### config.mk
export PLATFORM = sky130hd
export DESIGN_NAME = ide_pio_decoder
export DESIGN_NICKNAME = d
export VERILOG_FILES = /design/src/rtl/ide_dec_pkg.sv /design/src/rtl/ide_win_match.sv /design/src/rtl/ide_dev_sel.sv /design/src/rtl/ide_drv_seq.sv /design/src/rtl/ide_pio_decoder.sv
export SDC_FILE = /design/constraint.sdc
export NUM_CORES = 1
export LEC_CHECK = 0
export ABC_AREA = 1
export BUFFER_PORTS_ARGS = -buffer_cell sky130_fd_sc_hd__buf_2
export CORE_ASPECT_RATIO = 1.25
export CORE_MARGIN = 2
export CORE_UTILIZATION = 55
export CTS_CLUSTER_SIZE = 40
export DETAILED_ROUTE_END_ITERATION = 16
export GPL_TIMING_DRIVEN = 0
export PLACE_DENSITY_LB_ADDON = 0.1
export SYNTH_ARGS = -nofsm -noshare
export SYNTH_HDL_FRONTEND = slang
export SYNTH_SLANG_ARGS = --single-unit
### constraint.sdc
create_clock -name clk_i -period 5.7 [get_ports clk_i]
set_clock_uncertainty 0.15 [all_clocks]
set_input_delay 0.57 -clock clk_i [delete_from_list [all_inputs] [get_ports clk_i]]
set_output_delay 0.57 -clock clk_i [all_outputs]
set_load 0.05 [all_outputs]
### src/rtl/ide_dec_pkg.sv
package ide_dec_pkg;
  typedef enum logic [1:0] {BLK_CMD = 2'd0, BLK_CTRL = 2'd1, BLK_BM = 2'd2, BLK_NONE = 2'd3} blk_e;
  typedef enum logic [1:0] {SZ_B = 2'd0, SZ_H = 2'd1, SZ_W = 2'd2, SZ_X = 2'd3} size_e;
  localparam int unsigned NUM_WIN = 5;
  localparam int unsigned DATA_OFF = 0;
  localparam int unsigned SEL_OFF  = 6;
  localparam int unsigned DEV_BIT  = 4;
endpackage

### src/rtl/ide_win_match.sv
module ide_win_match #(
  parameter int unsigned AW   = 16,
  parameter int unsigned OW   = 4,
  parameter int unsigned SIZE = 8
) (
  input  logic [AW-1:0] base_i,
  input  logic [AW-1:0] addr_i,
  output logic          hit_o,
  output logic [OW-1:0] off_o
);
  logic [AW:0] lim;
  logic [AW-1:0] diff;
  assign lim   = {1'b0, base_i} + (AW+1)'(SIZE);
  assign diff  = addr_i - base_i;
  assign hit_o = (base_i != '0) && (addr_i >= base_i) && ({1'b0, addr_i} < lim);
  assign off_o = diff[OW-1:0];
endmodule

### src/rtl/ide_dev_sel.sv
module ide_dev_sel #(
  parameter int unsigned NCH = 2,
  localparam int unsigned CW = (NCH > 1) ? $clog2(NCH) : 1
) (
  input  logic           clk_i,
  input  logic           rst_ni,
  input  logic           set_i,
  input  logic [CW-1:0]  chan_i,
  input  logic           bit_i,
  output logic [NCH-1:0] dev_o
);
  always_ff @(posedge clk_i or negedge rst_ni) begin
    if (!rst_ni)    dev_o <= '0;
    else if (set_i) dev_o[chan_i] <= bit_i;
  end

  // the latched bit follows the select write of its channel
  a_r3_dev_latch: assert property (@(posedge clk_i) disable iff (!rst_ni)
    set_i |=> dev_o[$past(chan_i)] == $past(bit_i));
endmodule

### src/rtl/ide_drv_seq.sv
module ide_drv_seq
  import ide_dec_pkg::*;
#(
  parameter int unsigned OW = 4
) (
  input  logic          clk_i,
  input  logic          rst_ni,
  input  logic          start_i,
  input  logic          wr_i,
  input  logic [1:0]    size_i,
  input  logic [1:0]    idx_i,
  input  logic          ctrl_i,
  input  logic [OW-1:0] off_i,
  input  logic [31:0]   wdata_i,
  output logic          busy_o,
  output logic          done_o,
  output logic [31:0]   rdata_o,
  output logic          drv_valid_o,
  input  logic          drv_ready_i,
  output logic          drv_write_o,
  output logic [1:0]    drv_idx_o,
  output logic          drv_ctrl_o,
  output logic [OW-1:0] drv_off_o,
  output logic [15:0]   drv_wdata_o,
  input  logic [15:0]   drv_rdata_i
);
  logic          busy_q, beat_q, last;
  logic [1:0]    size_q;
  logic [31:0]   wdata_q;
  logic [15:0]   lo_q;

  always_ff @(posedge clk_i or negedge rst_ni) begin
    if (!rst_ni) begin
      busy_q <= 1'b0; beat_q <= 1'b0; size_q <= '0; wdata_q <= '0; lo_q <= '0;
      drv_write_o <= 1'b0; drv_idx_o <= '0; drv_ctrl_o <= 1'b0; drv_off_o <= '0;
    end else if (start_i) begin
      busy_q <= 1'b1; beat_q <= 1'b0; size_q <= size_i; wdata_q <= wdata_i;
      drv_write_o <= wr_i; drv_idx_o <= idx_i; drv_ctrl_o <= ctrl_i; drv_off_o <= off_i;
    end else if (busy_q && drv_ready_i) begin
      if (last) busy_q <= 1'b0;
      else begin
        beat_q <= 1'b1;
        lo_q   <= drv_rdata_i;
      end
    end
  end

  assign last        = (size_q != SZ_W) || beat_q;
  assign busy_o      = busy_q;
  assign drv_valid_o = busy_q;
  assign done_o      = busy_q && drv_ready_i && last;
  assign drv_wdata_o = beat_q ? wdata_q[31:16] : wdata_q[15:0];

  always_comb begin
    case (size_q)
      SZ_B:    rdata_o = {24'd0, drv_rdata_i[7:0]};
      SZ_W:    rdata_o = {drv_rdata_i, lo_q};
      default: rdata_o = {16'd0, drv_rdata_i};
    endcase
  end

  // a stalled beat keeps its fields
  a_r9_hold: assert property (@(posedge clk_i) disable iff (!rst_ni)
    drv_valid_o && !drv_ready_i |=> drv_valid_o && $stable(drv_wdata_o) &&
      $stable(drv_idx_o) && $stable(drv_off_o) && $stable(drv_write_o));
endmodule

### src/rtl/ide_pio_decoder.sv
module ide_pio_decoder
  import ide_dec_pkg::*;
#(
  parameter int unsigned AW        = 16,
  parameter int unsigned OW        = 4,
  parameter int unsigned CMD_SIZE  = 8,
  parameter int unsigned CTRL_SIZE = 4,
  parameter int unsigned BM_SIZE   = 16,
  parameter int unsigned BM_SPLIT  = 8
) (
  input  logic          clk_i,
  input  logic          rst_ni,
  input  logic          io_en_i,
  input  logic          bar_wr_i,
  input  logic [2:0]    bar_idx_i,
  input  logic [AW-1:0] bar_data_i,
  input  logic          req_valid_i,
  output logic          req_ready_o,
  input  logic          req_write_i,
  input  logic [AW-1:0] req_addr_i,
  input  logic [1:0]    req_size_i,
  input  logic [31:0]   req_wdata_i,
  output logic          rsp_valid_o,
  output logic          rsp_err_o,
  output logic [31:0]   rsp_rdata_o,
  output logic          dec_hit_o,
  output logic [1:0]    dec_blk_o,
  output logic          dec_chan_o,
  output logic [OW-1:0] dec_off_o,
  input  logic [3:0]    drv_present_i,
  output logic          drv_valid_o,
  input  logic          drv_ready_i,
  output logic          drv_write_o,
  output logic [1:0]    drv_idx_o,
  output logic          drv_ctrl_o,
  output logic [OW-1:0] drv_off_o,
  output logic [15:0]   drv_wdata_o,
  input  logic [15:0]   drv_rdata_i
);
  localparam int unsigned NW = NUM_WIN;
  localparam logic [2:0]  BM_W = 3'(NW - 1);

  logic [AW-1:0] base_q [NW];
  logic [NW-1:0] hit;
  logic [OW-1:0] off_w [NW];
  logic [2:0]    sel_w;
  logic          is_data, size_ok, sel_wr, dev_eff, present, fwd_blk;
  logic          acc, start, busy, done;
  logic [1:0]    idx;
  logic [1:0]    dev_q;
  logic [31:0]   seq_rdata;

  always_ff @(posedge clk_i or negedge rst_ni) begin
    if (!rst_ni) begin
      for (int i = 0; i < NW; i++) base_q[i] <= '0;
    end else if (bar_wr_i && bar_data_i != '0 && bar_idx_i < 3'(NW)) begin
      base_q[bar_idx_i] <= bar_data_i;
    end
  end

  for (genvar w = 0; w < NW; w++) begin : g_win
    localparam int unsigned WSZ = (w == NW - 1) ? BM_SIZE : ((w % 2 == 1) ? CTRL_SIZE : CMD_SIZE);
    ide_win_match #(.AW(AW), .OW(OW), .SIZE(WSZ)) u_match (
      .base_i(base_q[w]), .addr_i(req_addr_i), .hit_o(hit[w]), .off_o(off_w[w])
    );
  end

  // lowest window index wins
  always_comb begin
    sel_w     = '0;
    dec_hit_o = 1'b0;
    for (int i = NW - 1; i >= 0; i--) begin
      if (hit[i]) begin
        dec_hit_o = 1'b1;
        sel_w     = 3'(i);
      end
    end
    dec_off_o = off_w[sel_w];
    if (!dec_hit_o)        dec_blk_o = BLK_NONE;
    else if (sel_w == BM_W) dec_blk_o = BLK_BM;
    else if (sel_w[0])     dec_blk_o = BLK_CTRL;
    else                   dec_blk_o = BLK_CMD;
    dec_chan_o = (sel_w == BM_W) ? (dec_off_o >= OW'(BM_SPLIT)) : sel_w[1];
  end

  assign fwd_blk = dec_hit_o && dec_blk_o != BLK_BM;
  assign is_data = dec_blk_o == BLK_CMD && dec_off_o == OW'(DATA_OFF);
  assign size_ok = is_data ? (req_size_i == SZ_H || req_size_i == SZ_W) : (req_size_i == SZ_B);
  assign sel_wr  = req_write_i && dec_blk_o == BLK_CMD && dec_off_o == OW'(SEL_OFF) &&
                   req_size_i == SZ_B;
  assign dev_eff = sel_wr ? req_wdata_i[DEV_BIT] : dev_q[dec_chan_o];
  assign idx     = {dec_chan_o, dev_eff};
  assign present = drv_present_i[idx];

  assign acc         = req_valid_i && req_ready_o;
  assign req_ready_o = !busy && !rsp_valid_o;
  assign start       = acc && io_en_i && fwd_blk && size_ok && present;

  ide_dev_sel #(.NCH(2)) u_dev (
    .clk_i, .rst_ni,
    .set_i (acc && io_en_i && dec_hit_o && sel_wr),
    .chan_i(dec_chan_o),
    .bit_i (req_wdata_i[DEV_BIT]),
    .dev_o (dev_q)
  );

  ide_drv_seq #(.OW(OW)) u_seq (
    .clk_i, .rst_ni,
    .start_i(start), .wr_i(req_write_i), .size_i(req_size_i), .idx_i(idx),
    .ctrl_i(dec_blk_o == BLK_CTRL), .off_i(dec_off_o), .wdata_i(req_wdata_i),
    .busy_o(busy), .done_o(done), .rdata_o(seq_rdata),
    .drv_valid_o, .drv_ready_i, .drv_write_o, .drv_idx_o, .drv_ctrl_o,
    .drv_off_o, .drv_wdata_o, .drv_rdata_i
  );

  always_ff @(posedge clk_i or negedge rst_ni) begin
    if (!rst_ni) begin
      rsp_valid_o <= 1'b0; rsp_err_o <= 1'b0; rsp_rdata_o <= '0;
    end else if (acc && !start) begin
      rsp_valid_o <= 1'b1;
      rsp_err_o   <= io_en_i && (!dec_hit_o || (fwd_blk && !size_ok));
      rsp_rdata_o <= (io_en_i && fwd_blk && size_ok && !present && !req_write_i) ? '1 : '0;
    end else if (done) begin
      rsp_valid_o <= 1'b1;
      rsp_err_o   <= 1'b0;
      rsp_rdata_o <= drv_write_o ? '0 : seq_rdata;
    end else begin
      rsp_valid_o <= 1'b0;
    end
  end

  // disabled IO completes quietly
  a_r4_ignore: assert property (@(posedge clk_i) disable iff (!rst_ni)
    acc && !io_en_i |=> rsp_valid_o && !rsp_err_o && rsp_rdata_o == '0 && !drv_valid_o);
  // a miss completes with an error
  a_r1_miss_err: assert property (@(posedge clk_i) disable iff (!rst_ni)
    acc && io_en_i && !dec_hit_o |=> rsp_valid_o && rsp_err_o);
  // one access in flight
  a_r9_single: assert property (@(posedge clk_i) disable iff (!rst_ni)
    drv_valid_o |-> !req_ready_o);
endmodule

# Yosys cells after proc, flatten, opt, wreduce, memory -nomap -nowiden
# Cells that the tools add are included.
# W data, S select, Z words.
op_classes:
  reduce_logical: 62
  mux: 45
  n_shift: 0
  n_mul: 0
  add_sub_neg: 10
  eq_ne: 9
  n_bitwise: 4
  n_div: 0
  n_lt_le_gt_ge: 18
op_table:
  columns: ["operator", "count"]
  rows:
  - ["$mux W32", 4]
  - ["$reduce_bool A16 Y1", 6]
  - ["$lt A16 B17 Y1", 5]
  - ["$bwmux W80", 1]
  - ["$ge A16 B16 Y1", 5]
  - ["$pmux W32 S2", 1]
  - ["$demux W16 S3", 1]
  - ["$logic_and A1 B1 Y1", 36]
  - ["$add A16 B3 Y17 const B", 2]
  - ["$add A16 B4 Y17 const B", 2]
  - ["$mux W16", 2]
  - ["$mux W1", 23]
  - ["$sub A4 B4 Y4", 5]
  - ["$add A16 B5 Y17 const B", 1]
  - ["$mux W3", 5]
  - ["$bmux W4 S3", 1]
  - ["$ge A4 B4 Y1 const B", 3]
  - ["$mux W4", 2]
  - ["$not A3 Y4", 2]
  - ["$logic_not A1 Y1", 7]
  - ["$logic_not A2 Y1", 3]
  - ["$ne A2 B2 Y1 const B", 3]
  - ["$reduce_bool A2 Y1", 3]
  - ["$eq A2 B1 Y1 const B", 2]
  - ["17 further kinds", 23]
word_totals:
  latch_bits: 0
  ram_bits: 0
  mem_bits_ro: 0
  n_memories: 0
  reg_bits: 176

# Longest topological paths before layout
# Gate-level depths: netlist of the first run.
logic_depth:
  depth_word: 24
  depth_mapped: 40

# Modules after synthesis
# Synthesis of the first run repeated with hierarchy kept, for this count alone.
hier_totals:
  hier_cells: 1971
  hier_area_um2: 14053.5
by_module_without_submodules:
  columns: ["module", "cells_per_inst", "area_each_um2", "seq_area_each_um2", "n_inst"]
  rows:
  - ["ide_pio_decoder", 700, 5529.1, 2852.7, 1]
  - ["ide_drv_seq", 365, 2797.7, 1501.4, 1]
  - ["ide_win_match (g_win[1].u_match)", 182, 1152.4, 0.0, 1]
  - ["ide_win_match (g_win[3].u_match)", 184, 1144.8, 0.0, 1]
  - ["ide_win_match (g_win[4].u_match)", 181, 1123.6, 0.0, 1]
  - ["ide_win_match (g_win[2].u_match)", 176, 1117.3, 0.0, 1]
  - ["ide_win_match (g_win[0].u_match)", 172, 1102.3, 0.0, 1]
  - ["ide_dev_sel", 11, 86.3, 50.0, 1]

# Worst setup path after synthesis of the first run
# OpenSTA, ideal clock, no wires.
synth_path:
  path_kind: "reg-to-output"
  start: "register base_q[52] (netlist bit)"
  end: "output port dec_blk_o[0]"
  arrival_time_ns: 4.630
  slack_ns: 0.350
  stages_incl_launch_ff: 18
  path_cell_list: "dfrtp_1 -> inv_1 -> nor3_1 -> nand3_1 -> nor2_1 -> nand2_1 -> nor3_1 -> nand2_1 -> xor2_1 -> ha_1 -> inv_1 -> nor3_1 -> nand2_1 -> nand3_1 -> nand2_1 -> nor2_1 -> o21ai_0 -> nand2_1"
synth_via:
  word_cells_on_any_way: 14
  classes_between: "add/sub (1); order compare (2); eq/ne (1); mux (7); reduce/logical (3)"
synth_rtl:
  columns: ["item", "line", "text"]
  rows:
  - ["from (decl)", "ide_pio_decoder.sv:43", "logic [AW-1:0] base_q [NW];"]
  - ["from (signal, indexed assignment)", "ide_pio_decoder.sv:57", "base_q[bar_idx_i] <= bar_data_i;"]
  - ["$add A16 B3 Y17 (tied with other cells)", "ide_win_match.sv:13", "assign lim = {1'b0, base_i} + (AW+1)'(SIZE);"]
  - ["$lt A16 B17 Y1 or $logic_and A1 B1 Y1 (tied branches)", "ide_win_match.sv:15", "assign hit_o = (base_i != '0) && (addr_i >= base_i) && ({1'b0, addr_i} < lim);"]
  - ["$logic_and A1 B1 Y1 *", "ide_win_match.sv:15", null]
  - ["$mux W1 * (2 in series)", "ide_pio_decoder.sv:73", "if (hit[i]) begin"]
  - ["via dec_hit_o", "ide_pio_decoder.sv:26", "output logic dec_hit_o,"]
  - ["$mux W2 *", "ide_pio_decoder.sv:79", "if (!dec_hit_o) dec_blk_o = BLK_NONE;"]
  - ["to (decl)", "ide_pio_decoder.sv:27", "output logic [1:0] dec_blk_o,"]
# Mark *: on every way through the listed nets, which the timed path passes. The rest lies on a longest branch.

# Worst setup path in the final report of the first run
layout_path:
  start: "register base_q[52] (netlist bit)"
  end: "register u_seq.wdata_q[29]"
layout_via:
  elab_chain_len: 17
  word_cells_on_any_way: 38
  classes_between: "add/sub (1); order compare (3); eq/ne (3); mux (17); bitwise (1); reduce/logical (13)"
layout_rtl:
  columns: ["item", "line", "text"]
  rows:
  - ["$add A16 B3 Y17 (tied with other cells)", "ide_win_match.sv:13", null]
  - ["$lt A16 B17 Y1 or $logic_and A1 B1 Y1 (tied branches)", "ide_win_match.sv:15", null]
  - ["$logic_and A1 B1 Y1 *", "ide_win_match.sv:15", null]
  - ["$mux W3 (2 in series)", "ide_pio_decoder.sv:73", null]
  - ["$not A3 Y4 (not written as such)", "ide_pio_decoder.sv:78", "dec_off_o = off_w[sel_w];"]
  - ["$bmux W4 S3", "ide_pio_decoder.sv:78", null]
  - ["$mux W4 (not written as such) (2 in series)", "ide_pio_decoder.sv:78", null]
  - ["$ge A4 B4 Y1", "ide_pio_decoder.sv:83", "dec_chan_o = (sel_w == BM_W) ? (dec_off_o >= OW'(BM_SPLIT)) : sel_w[1];"]
  - ["$mux W1", "ide_pio_decoder.sv:83", null]
  - ["$mux W1 (not written as such) (2 in series)", "ide_pio_decoder.sv:91", "assign dev_eff = sel_wr ? req_wdata_i[DEV_BIT] : dev_q[dec_chan_o];"]
  - ["$mux W1", "ide_pio_decoder.sv:91", null]
  - ["$bmux W1 S2", "ide_pio_decoder.sv:93", "assign present = drv_present_i[idx];"]
  - ["$mux W1 (not written as such)", "ide_pio_decoder.sv:93", null]
  - ["$logic_and A1 B1 Y1 *", "ide_pio_decoder.sv:97", "assign start = acc && io_en_i && fwd_blk && size_ok && present;"]
  - ["to (signal assigned)", "ide_drv_seq.sv:34", "busy_q <= 1'b0; beat_q <= 1'b0; size_q <= '0; wdata_q <= '0; lo_q <= '0;"]
  - ["to (signal assigned)", "ide_drv_seq.sv:37", "busy_q <= 1'b1; beat_q <= 1'b0; size_q <= size_i; wdata_q <= wdata_i;"]
  - ["to (decl)", "ide_drv_seq.sv:29", "logic [31:0] wdata_q;"]
# Mark *: on every way between the ends. The rest lies on a longest branch, timed or not. The select of a mux whose other input is x is not followed.
# A chain may end at the register's enable or synchronous reset.

==> results of run 1 <==
==> sequential cells by signal (all words and copies together) (netlist names) <==
| signal | cells |
|---|---|
| base_q | 80 |
| rsp_err_o | 1 |
| rsp_rdata_o | 32 |
| rsp_valid_o | 1 |
| u_dev.dev_o | 2 |
| u_seq.beat_q | 1 |
| u_seq.busy_o | 1 |
| u_seq.drv_ctrl_o | 1 |
| u_seq.drv_idx_o | 2 |
| u_seq.drv_off_o | 4 |
| u_seq.drv_write_o | 1 |
| u_seq.lo_q | 16 |
| u_seq.size_q | 2 |
| u_seq.wdata_q | 32 |
==> stage by stage <==
stage                     setup slack (ns)  hold WS [ns]  cell area (sq um)
after global routing                0.0942         0.186              14900
after detailed placement             0.458         0.313              14300
final                                0.685         0.167              14900
after floorplan                      0.350         0.124              13100
after CTS                            0.438         0.155              14900
after global placement               0.517         0.310              14300
==> critical path, delay by kind of cell, from the launching register on <==
kind            cells  cell delay (ns)
fa+ha+maj           1             0.28
simple gates       22             3.13
compound gates      1             0.09
flops               1             0.41
buf+inv             5             0.73
xor+xnor            1             0.15
==> routing by layer <==
layer | share of wire | vias to the layer above
met5 | 0 | -
met4 | 0.041 | 0
met3 | 0.057 | 74
met2 | 0.49 | 346
met1 | 0.41 | 5772
li1 | - | 6220
==> layout make-up <==
class / instances / share of cell area
multi-input combinational: 1364 / 0.515
sequential: 176 / 0.295
timing repair buffer: 165 / 0.0579
inverter: 213 / 0.0536
clock buffer: 23 / 0.0314
tap: 292 / 0.0245
buffer: 52 / 0.0170
clock inverter: 8 / 0.00545
antenna: 1 / 0.000168
==> logic make-up after synthesis <==
group                      Yosys count  synth area share
AOI/OAI and AO/OA                  244            0.0989
DFF                                176             0.336
muxes                                7           0.00601
and+or+nand+nor                    893             0.283
adders and majority gates          162             0.157
buffers and inverters              265            0.0803
xor gates and xnor gates            58            0.0387
==> timing repair <==
action | in CTS | in global routing
hold buffers | 1 | 0
resized for setup | 0 | 3
endpoints found under the setup margin | 0 | 57
endpoints found under the hold margin | 21 | 0
==> cell usage in the layout (no fill, tap or decap), drive strengths merged, types with 2 or more instances in the layout <==
cell type  instances
a211oi             9
clkinv             3
nand3b             5
nand2            567
o21a               5
a21o               4
buf              187
xor2              47
nand3            125
or2                2
dfrtp            176
o31ai              6
fa                 5
inv              212
nor2             136
nor4              10
o21ai            157
nor3              29
xnor2             11
a21oi             58
nand4             18
mux2               7
clkbuf            52
clkinvlp           5
ha               157
==> cell usage after synthesis (3+ instances only) <==
cell type / instances / area (sq um)
nand2_2: 8 / 50.1
a21o_1: 4 / 30.0
o21ai_1: 16 / 80.1
nor4_1: 10 / 62.6
xnor2_1: 11 / 96.3
mux2_2: 7 / 78.8
fa_1: 5 / 100
buf_2: 14 / 70.1
xor2_1: 47 / 412
nor2_1: 129 / 484
nand3b_1: 5 / 37.5
nand3_1: 122 / 611
clkbuf_1: 29 / 109
o21a_1: 5 / 37.5
a21oi_1: 58 / 290
o21ai_0: 140 / 701
a211oi_1: 9 / 67.6
nor3_1: 29 / 145
inv_2: 8 / 30.0
dfrtp_1: 176 / 4400
nand2_1: 558 / 2090
nand4_1: 18 / 113
nor2_2: 6 / 37.5
o31ai_1: 6 / 45.0
inv_1: 203 / 762
ha_1: 157 / 1960
buf_4: 3 / 22.5
buf_6: 4 / 45.0
==> power by group through the flow <==
| stage | Sequential (uW) | Clock, uW | Combinational, uW |
|---|---|---|---|
| CTS | 1900 | 1150 | 3220 |
| finish | 1900 | 1140 | 3210 |
| global placement | 1900 | 0 | 3130 |
| floorplan | 2170 | 0 | 2100 |
| detailed placement | 1920 | 0 | 3200 |
| global route | 1950 | 1190 | 3580 |
==> worst max-delay path by stage <==
stage | cells after the start | to | slack, ns | startpoint
6_report | 30 | u_seq.wdata_q[29] | 0.68 | base_q[52]
3_3_place_gp | 32 | rsp_rdata_o[7] | 0.52 | base_q[52]
2_1_floorplan | 17 | dec_blk_o[0] | 0.35 | base_q[52]
5_1_grt | 33 | rsp_rdata_o[17] | 0.09 | base_q[52]
3_5_place_dp | 32 | rsp_rdata_o[7] | 0.46 | base_q[52]
4_1_cts | 32 | rsp_rdata_o[18] | 0.44 | base_q[52]
==> out/qor.yml, run 1 <==
status:
  status: "complete, no violations"
power:
  pwr-share-comb: 0.513
  power_switching_uw: 3040
  finalPower_uw: 6250
  clockPowerShare: 0.182
  p_leak_uw: 0.00803
  power.density_mw_per_mm2: 419
  netSwitchingFraction: 0.486
  internal_power_uw: 3210
  vdd.ir_drop.worst_mv: 0.244
  seq_power_share: 0.304
synthesis:
  synthCells: 1805
  ys_ff_latch: 176
  yosysWarnings: 0
  synthDistinctLibCells: 42
  synth-edff-count: 0
  syn_area_per_cell_sq_um: 7.27
  syn_nets: 2063
  ys.flop_type: "dfrtp_1"
  synthesis.area_sq_mm: 0.0131
  ys_seq_area_frac: 0.336
  synth-async-reset-ratio: 1.00
detailed_routing:
  drt_pass1_iterations: 5
  wl_per_cell_um: 16.4
  drtIter0Drc: 698
  ant_nets: 0
  wirelength_um: 37500
  viasPerCell: 5.41
  drc: 0
  vias: 12412
sta:
  tns_ns: 0
  slew_headroom: 0.516
  worst_slew_pin_slew_ns: 0.718
  finalHoldViolations: 0
  setup_viol_count_final: 0
  period_needed_ns: 5.02
  slew_violations: 0
  fmax_mhz: 199
  grt_setup_unrepaired: "no"
  fin_crit_sh: 0.880
min_path:
  min_to: "u_seq.wdata_q[27]"
  hold_path.class: "in -> reg"
  hold_depth: 3
  min_from: "req_wdata_i[27]"
finish:
  nNetsFinal: 2247
  final_util: 0.633
  final_cells: 2294
  area_delta_synth_final_pct: 13.7
  regArea_sq_mm: 0.00440
  drive_gt1_frac: 0.126
  multi_input_comb_area_sq_mm: 0.00767
  n_fill_cell: 2187
cts:
  worstSkewPairLatency_ns: 0.45
  cts_max_path_buffers: 2
  cts_root_buf: "clkbuf_16"
  cts_buffers: 17
  cts_tree: "done"
  cts_sinks: 176
  h-tree-depth: 4
  post_cts_buffers: 0
  clk_pin_slew_ns: 0.06
setup_path:
  worstReg2RegEnd: "u_seq.wdata_q[29]"
  rr_startpoint: "base_q[52]"
  slowest_delay_ns: 0.43
  setup.worst_path.start_class: "flip-flop"
  crit_arrival_ns: 5.24
  worstPathMaxFanout: 10
  crit_top_cell: "nand2_1"
  crit_required_ns: 5.93
  worstSetupPathType: "reg -> reg"
  worst_setup_path_end_kind: "flip-flop"
  r2r_cells: 30
  reg2reg_setup_slack_ns: 0.68
  crit_slowest_cell: "buf_1"
grt:
  grt_usage: 0.307
  grt_overflow: 0
  grt.busiest_layer: "met2"
  grtUsageMet2: 0.542
  grt_pass1_vias: 12100
  gr-usage-met3: 0.0457
  globalRouteMet1Util: 0.370
  grt_pass1_wl_um: 60100
  grt_max_degree: 94
  antenna_found_initial: 1
floorplan:
  ioPinCount: 164
  die_h_um: 177
  num_rows: 63
  die_w_um: 142
  initial_core_util: 0.557
  fp.coreArea_sq_mm: 0.0236
  dieArea_sq_mm: 0.0251
placed_design:
  place_congestion: 0.949
  dp.cells: 2261
  dp_hpwl_um: 29100
  portBuffers: 163
run:
  cap_violations: 0
Note: power is estimated with default switching activity, not from simulation.
==> run 2: changes to the inputs <==
--- a/config.mk
+++ b/config.mk
@@ -7,13 +7,13 @@
 export LEC_CHECK = 0
 export ABC_AREA = 1
 export BUFFER_PORTS_ARGS = -buffer_cell sky130_fd_sc_hd__buf_2
-export CORE_ASPECT_RATIO = 1.25
+export CORE_ASPECT_RATIO = 0.7
 export CORE_MARGIN = 2
 export CORE_UTILIZATION = 55
 export CTS_CLUSTER_SIZE = 40
 export DETAILED_ROUTE_END_ITERATION = 16
 export GPL_TIMING_DRIVEN = 0
-export PLACE_DENSITY_LB_ADDON = 0.1
+export PLACE_DENSITY = 0.73
 export SYNTH_ARGS = -nofsm -noshare
 export SYNTH_HDL_FRONTEND = slang
 export SYNTH_SLANG_ARGS = --single-unit
==> run 2 against run 1 <==
Routed wire length increased by 4.5%. Sequential share of layout area decreased by 0.15 points. First-iteration DRC count increased by 56%.
==> out/qor.yml, run 2 (synthesis gave the netlist of run 1 again) <==
power:
  power.density_mw_per_mm2: 427
  vdd.ir_drop.worst_mv: 0.294
  p_leak_uw: 0.00807
cts:
  clk_pin_slew_ns: 0.07
  cts_max_path_buffers: 2
  cts_root_buf: "clkbuf_16"
  cts_buffers: 17
  worstSkewPairLatency_ns: 0.45
  h-tree-depth: 4
  cts_sinks: 176
  cts_tree: "done"
floorplan:
  initial_core_util: 0.558
  ioPinCount: 164
  die_w_um: 189
  fp.coreArea_sq_mm: 0.0235
  die_h_um: 133
  dieArea_sq_mm: 0.0251
  num_rows: 47
finish:
  final_common_cell: "nand2_1"
  layout_common_cells: "558 x nand2_1, 203 x inv_1, 176 x buf_2, 176 x dfrtp_1, 157 x ha_1"
  largest_reg_flops: 80
  n_fill_cell: 2144
  regArea_sq_mm: 0.00440
  nNetsFinal: 2247
  largest-register: "base_q"
  design_area_sq_mm: 0.0150
  drive_gt1_frac: 0.127
  area_delta_synth_final_pct: 14.2
  reg_top3: "base_q: 80 flops, rsp_rdata_o: 32 flops, u_seq.wdata_q: 32 flops"
  multi_input_comb_area_sq_mm: 0.00767
sta:
  finalWorstSetupSlack_ns: 0.600
  grt_setup_unrepaired: "no"
  slew_headroom: 0.477
  tns_ns: 0
  fmax_mhz: 196
  fin_crit_sh: 0.895
  worst_slew_pin_slew_ns: 0.782
  finalHoldViolations: 0
  slew_violations: 0
  period_needed_ns: 5.10
  setup_viol_count_final: 0
setup_path:
  worstSetupPathType: "reg -> reg"
  r2r_cells: 33
  setup.worst_path.start_class: "flip-flop"
  reg2reg_setup_slack_ns: 0.60
  worst_setup_path_end_kind: "flip-flop"
  slowest_delay_ns: 0.40
  crit_slowest_cell: "dfrtp_1"
  rr_startpoint: "base_q[52]"
  worstPathMaxFanout: 10
  worstReg2RegEnd: "rsp_rdata_o[9]"
  crit_required_ns: 5.89
  crit_top_cell: "nand2_1"
  crit_arrival_ns: 5.29
min_path:
  min_from: "req_wdata_i[29]"
  hold_path.class: "in -> reg"
  hold_depth: 3
  min_to: "u_seq.wdata_q[29]"
detailed_routing:
  drtIter0Drc: 1090
  drc: 0
  vias: 12769
  ant_nets: 0
  wirelength_um: 39200
  drt_pass1_iterations: 7
  wl_per_cell_um: 16.9
  viasPerCell: 5.50
placed_design:
  place_area_sq_mm: 0.0144
  place_congestion: 0.968
  dp_hpwl_um: 30300
  portBuffers: 163
  post-place-ws_ns: 0.542
grt:
  grt_max_degree: 117
  grt_pass1_vias: 11889
  grt_pass1_wl_um: 62400
  antenna_found_initial: 1
  grt_overflow: 0
  grt_usage: 0.318
status:
  status: "complete, no violations"
run:
  cap_violations: 0
==> run 2: repair_timing <==
action	CTS	global route
hold buffers	1	0
setup buffers	0	0
endpoints found under the setup margin	0	40
hold endpoints to repair	60	0
gates resized for setup	0	2
==> run 2: through the flow <==
stage / utilization / total power (uW) / cells / hold slack [ns]
floorplan: - / 4270 / 1805 / 0.124
global placement: 0.609 / 5070 / 2286 / 0.311
detailed placement: 0.611 / 5160 / 2287 / 0.317
CTS: 0.637 / 6370 / 2318 / 0.162
global route: 0.637 / 6850 / 2318 / 0.164
finish: 0.637 / 6400 / 2320 / 0.171
==> run 2: how the worst max path moves through the flow <==
stage	start	end	slack, ns	cells after the start
final	base_q[52]	rsp_rdata_o[9]	0.60	33
after global routing	base_q[52]	rsp_rdata_o[27]	0.09	34
after CTS	base_q[52]	u_seq.wdata_q[26]	0.52	30
after detailed placement	base_q[52]	u_seq.wdata_q[26]	0.54	30
after global placement	base_q[52]	u_seq.wdata_q[26]	0.59	30
after floorplan	base_q[52]	dec_blk_o[0]	0.35	17
==> run 2: per-layer routing <==
layer  global-route usage  share of wire  vias up
met5                    0              0        -
met4               0.0977          0.025        0
met3               0.0856          0.086       79
met2                0.445           0.40      496
met1                0.476           0.48     5973
li1                     -              -     6221
==> run 2: final cells by class <==
class,instances,area share
Multi-Input combinational cell,1364,0.512
Sequential cell,176,0.294
Timing Repair Buffer,165,0.0576
Inverter,213,0.0533
Clock buffer,20,0.0311
Tap cell,318,0.0265
Buffer,52,0.0170
Clock inverter,10,0.00860
Antenna cell,2,0.000334
==> run 2: power by group <==
group          internal [uW]  switching (uW)  total [uW]  leakage, uW
Combinational            958            2330        3280      0.00552
Sequential              1630             281        1910      0.00225
Clock                    683             515        1200     0.000288
Total                   3270            3120        6400      0.00807
==> run 2: critical path: cells and delay by family (launching register included) <==
| kind | cells | cell delay [ns] |
|---|---|---|
| AOI/OAI and AO/OA | 1 | 0.11 |
| and+or+nand+nor | 25 | 3.39 |
| adders and majority gates | 1 | 0.28 |
| xor gates and xnor gates | 1 | 0.15 |
| buffers and inverters | 5 | 0.52 |
| DFF | 1 | 0.40 |
